File: config.mk
export PLATFORM = sky130hd
export DESIGN_NAME = csel_adder
export DESIGN_NICKNAME = d
export VERILOG_FILES = /design/src/rtl/csel_pkg.sv /design/src/rtl/csel_rca.sv /design/src/rtl/csel_block.sv /design/src/rtl/csel_adder.sv
export SDC_FILE = /design/constraint.sdc
export NUM_CORES = 1
export LEC_CHECK = 0
export BUFFER_PORTS_ARGS = -buffer_cell sky130_fd_sc_hd__buf_4
export CAP_MARGIN = 20
export CORE_AREA = 3 3 40 42
export DETAILED_ROUTE_END_ITERATION = 12
export DIE_AREA = 0 0 43 45
export PLACE_DENSITY = 0.87
export SYNTH_ARGS = -nofsm -noshare
export SYNTH_HDL_FRONTEND = slang
export SYNTH_SLANG_ARGS = --single-unit
File: constraint.sdc
create_clock -name vclk -period 15.8
set_clock_uncertainty 0.1 [all_clocks]
set_input_delay 2.37 -clock vclk [all_inputs]
set_output_delay 2.37 -clock vclk [all_outputs]
set_load 0.02 [all_outputs]
File: src/rtl/csel_pkg.sv
package csel_pkg;

  typedef enum logic {
    SCHED_LIST    = 1'b0,
    SCHED_UNIFORM = 1'b1
  } sched_e;

  localparam int unsigned MAX_BLOCKS = 32;
  localparam int unsigned SZ_BITS    = 8;

  // Segment sizes packed one byte each, segment 0 in the lowest byte.
  typedef logic [MAX_BLOCKS*SZ_BITS-1:0] size_vec_t;

  function automatic int unsigned blk_count(sched_e sched, int unsigned width,
                                            int unsigned uni, int unsigned nlist);
    if (sched == SCHED_UNIFORM) return (width + uni - 1) / uni;
    return nlist;
  endfunction

  function automatic int unsigned blk_size(sched_e sched, int unsigned width,
                                           int unsigned uni, size_vec_t sizes,
                                           int unsigned idx);
    int unsigned lo;
    if (sched == SCHED_UNIFORM) begin
      lo = idx * uni;
      if (lo >= width) return 0;
      return ((width - lo) < uni) ? (width - lo) : uni;
    end
    return int'(sizes[idx*SZ_BITS +: SZ_BITS]);
  endfunction

  function automatic int unsigned blk_lo(sched_e sched, int unsigned width,
                                         int unsigned uni, size_vec_t sizes,
                                         int unsigned idx);
    int unsigned acc;
    acc = 0;
    for (int unsigned j = 0; j < MAX_BLOCKS; j++) begin
      if (j < idx) acc += blk_size(sched, width, uni, sizes, j);
    end
    return acc;
  endfunction

endpackage

File: src/rtl/csel_rca.sv
module csel_rca #(
  parameter int unsigned W = 4
) (
  input  logic [W-1:0] a,
  input  logic [W-1:0] b,
  input  logic         cin,
  output logic [W-1:0] sum,
  output logic         cout
);

  logic [W:0] chain;
  assign chain[0] = cin;

  for (genvar g = 0; g < W; g++) begin : g_fa
    logic half;
    assign half         = a[g] ^ b[g];
    assign sum[g]       = half ^ chain[g];
    assign chain[g+1]   = (a[g] & b[g]) | (chain[g] & half);
  end

  assign cout = chain[W];

endmodule

File: src/rtl/csel_block.sv
module csel_block #(
  parameter int unsigned W         = 4,
  parameter bit          SPECULATE = 1'b1
) (
  input  logic [W-1:0] a,
  input  logic [W-1:0] b,
  input  logic         cin,
  output logic [W-1:0] sum,
  output logic         cout,
  output logic         cout_if0,
  output logic         cout_if1
);

  if (SPECULATE) begin : g_pair
    logic [W-1:0] sum_z, sum_o;
    logic         co_z, co_o;

    csel_rca #(.W(W)) u_rca_zero (
      .a(a), .b(b), .cin(1'b0), .sum(sum_z), .cout(co_z)
    );
    csel_rca #(.W(W)) u_rca_one (
      .a(a), .b(b), .cin(1'b1), .sum(sum_o), .cout(co_o)
    );

    assign sum      = cin ? sum_o : sum_z;
    assign cout     = cin ? co_o  : co_z;
    assign cout_if0 = co_z;
    assign cout_if1 = co_o;
  end else begin : g_single
    logic co_r;
    csel_rca #(.W(W)) u_rca (
      .a(a), .b(b), .cin(cin), .sum(sum), .cout(co_r)
    );
    assign cout     = co_r;
    assign cout_if0 = co_r;
    assign cout_if1 = co_r;
  end

endmodule

File: src/rtl/csel_adder.sv
module csel_adder
  import csel_pkg::*;
#(
  parameter int unsigned WIDTH     = 16,
  parameter sched_e      SCHED     = SCHED_LIST,
  parameter int unsigned NBLK      = 5,
  parameter int unsigned UNI_BLK   = 4,
  parameter size_vec_t   BLK_SIZES = size_vec_t'(40'h05_04_03_02_02)
) (
  input  logic [WIDTH-1:0] a,
  input  logic [WIDTH-1:0] b,
  input  logic             cin,
  output logic [WIDTH-1:0] sum,
  output logic             cout
);

  localparam int unsigned NB    = blk_count(SCHED, WIDTH, UNI_BLK, NBLK);
  localparam int unsigned TOTAL = blk_lo(SCHED, WIDTH, UNI_BLK, BLK_SIZES, NB);

  if (NB == 0 || NB > MAX_BLOCKS) begin : g_bad_count
    $error("csel_adder: segment count out of range");
  end
  if (TOTAL != WIDTH) begin : g_bad_total
    $error("csel_adder: segment sizes do not add up to WIDTH");
  end

  // carry[k] is the resolved carry entering segment k.
  logic [NB:0]   carry;
  logic [NB-1:0] cy0, cy1;

  assign carry[0] = cin;

  for (genvar blk = 0; blk < NB; blk++) begin : g_seg
    localparam int unsigned LO = blk_lo(SCHED, WIDTH, UNI_BLK, BLK_SIZES, blk);
    localparam int unsigned SW = blk_size(SCHED, WIDTH, UNI_BLK, BLK_SIZES, blk);

    if (SW == 0) begin : g_bad_size
      $error("csel_adder: zero-sized segment");
    end else begin : g_ok
      csel_block #(.W(SW), .SPECULATE(blk != 0)) u_seg (
        .a       (a[LO +: SW]),
        .b       (b[LO +: SW]),
        .cin     (carry[blk]),
        .sum     (sum[LO +: SW]),
        .cout    (carry[blk+1]),
        .cout_if0(cy0[blk]),
        .cout_if1(cy1[blk])
      );
    end
  end

  assign cout = carry[NB];

endmodule

==> impl_metrics.ini <==
[outcome]
status = finished, final reports clean

[route]
first_iter_violations = 1
wl_per_cell_um = 10.74
via_count = 549
drcViolationCount = 0
routed_wl_um = 1386
via_per_inst = 4.256
dr.pass1.iters = 2
antenna_left = 0

[run]
drv_cap = 0

[finish]
clkbuf_count = 0
nFlopsAndLatches = 0
fin_nets = 169
regArea_um2 = 0
antenna_cells = 0
layout-drive-gt1-share_pct = 43.86
synthToLayoutAreaGrowth_pct = 72.25

[grt]
grt_max_degree = 4
grt_overflow = 0
grt_pass1_vias = 628
antenna_found_initial = 0
grt_pass1_wl_um = 2449
grtUsageTotal_pct = 16.10

[sta]
setup_violations = 0
setup_tns_ns = 0
worst_pin_slew_ns = 0.1705
hold_viol_final = 0
post-route-min-period_ns = 10.11
relSlewSlack_pct = 88.31
max_freq_mhz = 98.94
grt_setup_unrepaired = no
drv_slew = 0
period_share_pct = 63.97

[power_and_ir_drop]
peakVddDrop_v = 0.00002422
power_density_nw_per_um2 = 50.22
leakage_nw = 0.6033
power_uw = 47.19

[worst_hold_path]
hold_path.class = input port to primary output
hold_path_depth = 3
holdPathEnd = sum[13]
worstHoldStart = b[13]

[worst_setup_path]
critPathTopFamily = adder cells
slowest_delay_ns = 0.43
path_buf_inv = 8
cpMaxStageDelayCell = fa_1
cp.depth = 24
cpMostUsedCell = fa_1
crit_type = input port to primary output
cp.required_ns = 13.33
cp-start-kind = input port
path_cells = buf_4 -> fa_1 -> inv_1 -> fa_1 -> a21oi_1 -> fa_1 -> mux2i_1 -> fa_1 -> inv_1 -> fa_1 -> mux2i_1 -> fa_1 -> inv_1 -> fa_1 -> fa_1 -> mux2i_1 -> fa_1 -> inv_1 -> fa_1 -> fa_1 -> inv_1 -> fa_1 -> inv_1 -> buf_4
cp_max_fo = 3
cp_data_arrival_time_ns = 7.64
end_kind = primary output

[place]
port_buffers = 50
gp_congestion = 0.7137
hpwlAfterDp_um = 1382

[floorplan]
io_pins = 50
coreArea_um2 = 1285
die_y_um = 45
dieArea_um2 = 1935
initial_core_util_pct = 42.45
rows = 13
fp.dieW_um = 43

[clock_network]
cts_resized = 0
postCtsHoldBufs = 0
postCtsSetupRepairBufs = 0

[yosys]
netlist_instances = 64
yosysSeqAreaShare_pct = 0
synth_cell_types = 8
yosysWarnings = 0
syn_avg_cell_area_um2 = 8.524
syn-cell-area_um2 = 545.5
syn-num-nets = 117
-- layout make-up --
class | count | area [um2]
Inverter | 35 | 131.4
Multi-Input combinational cell | 29 | 414.1
Timing Repair Buffer | 50 | 375.4
Tap cell | 15 | 18.77
Fill cell | 100 | 345.3
-- layout by cell type, fill, tap and decap left out --
| master | n |
|---|---|
| xor2_1 | 2 |
| fa_1 | 12 |
| buf_4 | 50 |
| a21oi_1 | 1 |
| inv_1 | 35 |
| ha_1 | 8 |
| xnor2_1 | 2 |
| mux2i_1 | 3 |
| nor2_1 | 1 |
-- kinds of logic (layout without fill, tap and decap cells) --
group | after synthesis | after routing | share of synthesized area (%)
compound gates | 1 | 1 | 0.9166
xor+xnor | 4 | 4 | 6.423
fa+ha+maj | 20 | 20 | 62.39
buf+inv | 35 | 85 | 24.08
mux | 3 | 3 | 5.505
simple gates | 1 | 1 | 0.6874
-- cells in the mapped netlist --
cell / count / share of area [%]
nor2_1: 1 / 0.69
fa_1: 12 / 44
mux2i_1: 3 / 5.5
xor2_1: 2 / 3.2
a21oi_1: 1 / 0.92
xnor2_1: 2 / 3.2
inv_1: 35 / 24
ha_1: 8 / 18
-- where the power goes --
part           total (mW)  internal (mW)  switching (mW)
Sequential              0              0               0
Combinational      0.0472         0.0226          0.0246
Clock                   0              0               0
-- routing by layer --
metal  routed length [um]  up-vias  share of wire [%]  global-route usage [%]
met5                    0        -                  0                       0
met4                    0        0                  0                       0
met3                  204        0                 15                   5.179
met2                  755       36                 54                   33.83
met1                  426      247                 31                   16.25
li1                     -      266                  -                       -
-- stage by stage --
stage | setup WS [ns] | cell area, um2 | hold slack [ns] | util (%) | instances
4_1_cts | 5.673 | 939.7 | 5.005 | 73.13 | 129
5_1_grt | 5.298 | 939.7 | 5.015 | 73.13 | 129
2_1_floorplan | 6.061 | 545.5 | 4.893 | - | 64
3_5_place_dp | 5.680 | 939.7 | 5.005 | 73.13 | 129
3_3_place_gp | 5.763 | 939.7 | 5.002 | 73.13 | 129
6_report | 5.693 | 939.7 | 5.003 | 73.13 | 129
-- worst max path at each step --
stage,from,end,slack [ns]
global placement,a[0],sum[15],5.76
detailed placement,a[0],sum[15],5.68
floorplan,a[0],sum[15],6.06
global route,a[0],sum[15],5.30
finish,a[0],sum[15],5.69
CTS,a[0],sum[15],5.67
Note: power is estimated with default switching activity, not from simulation.
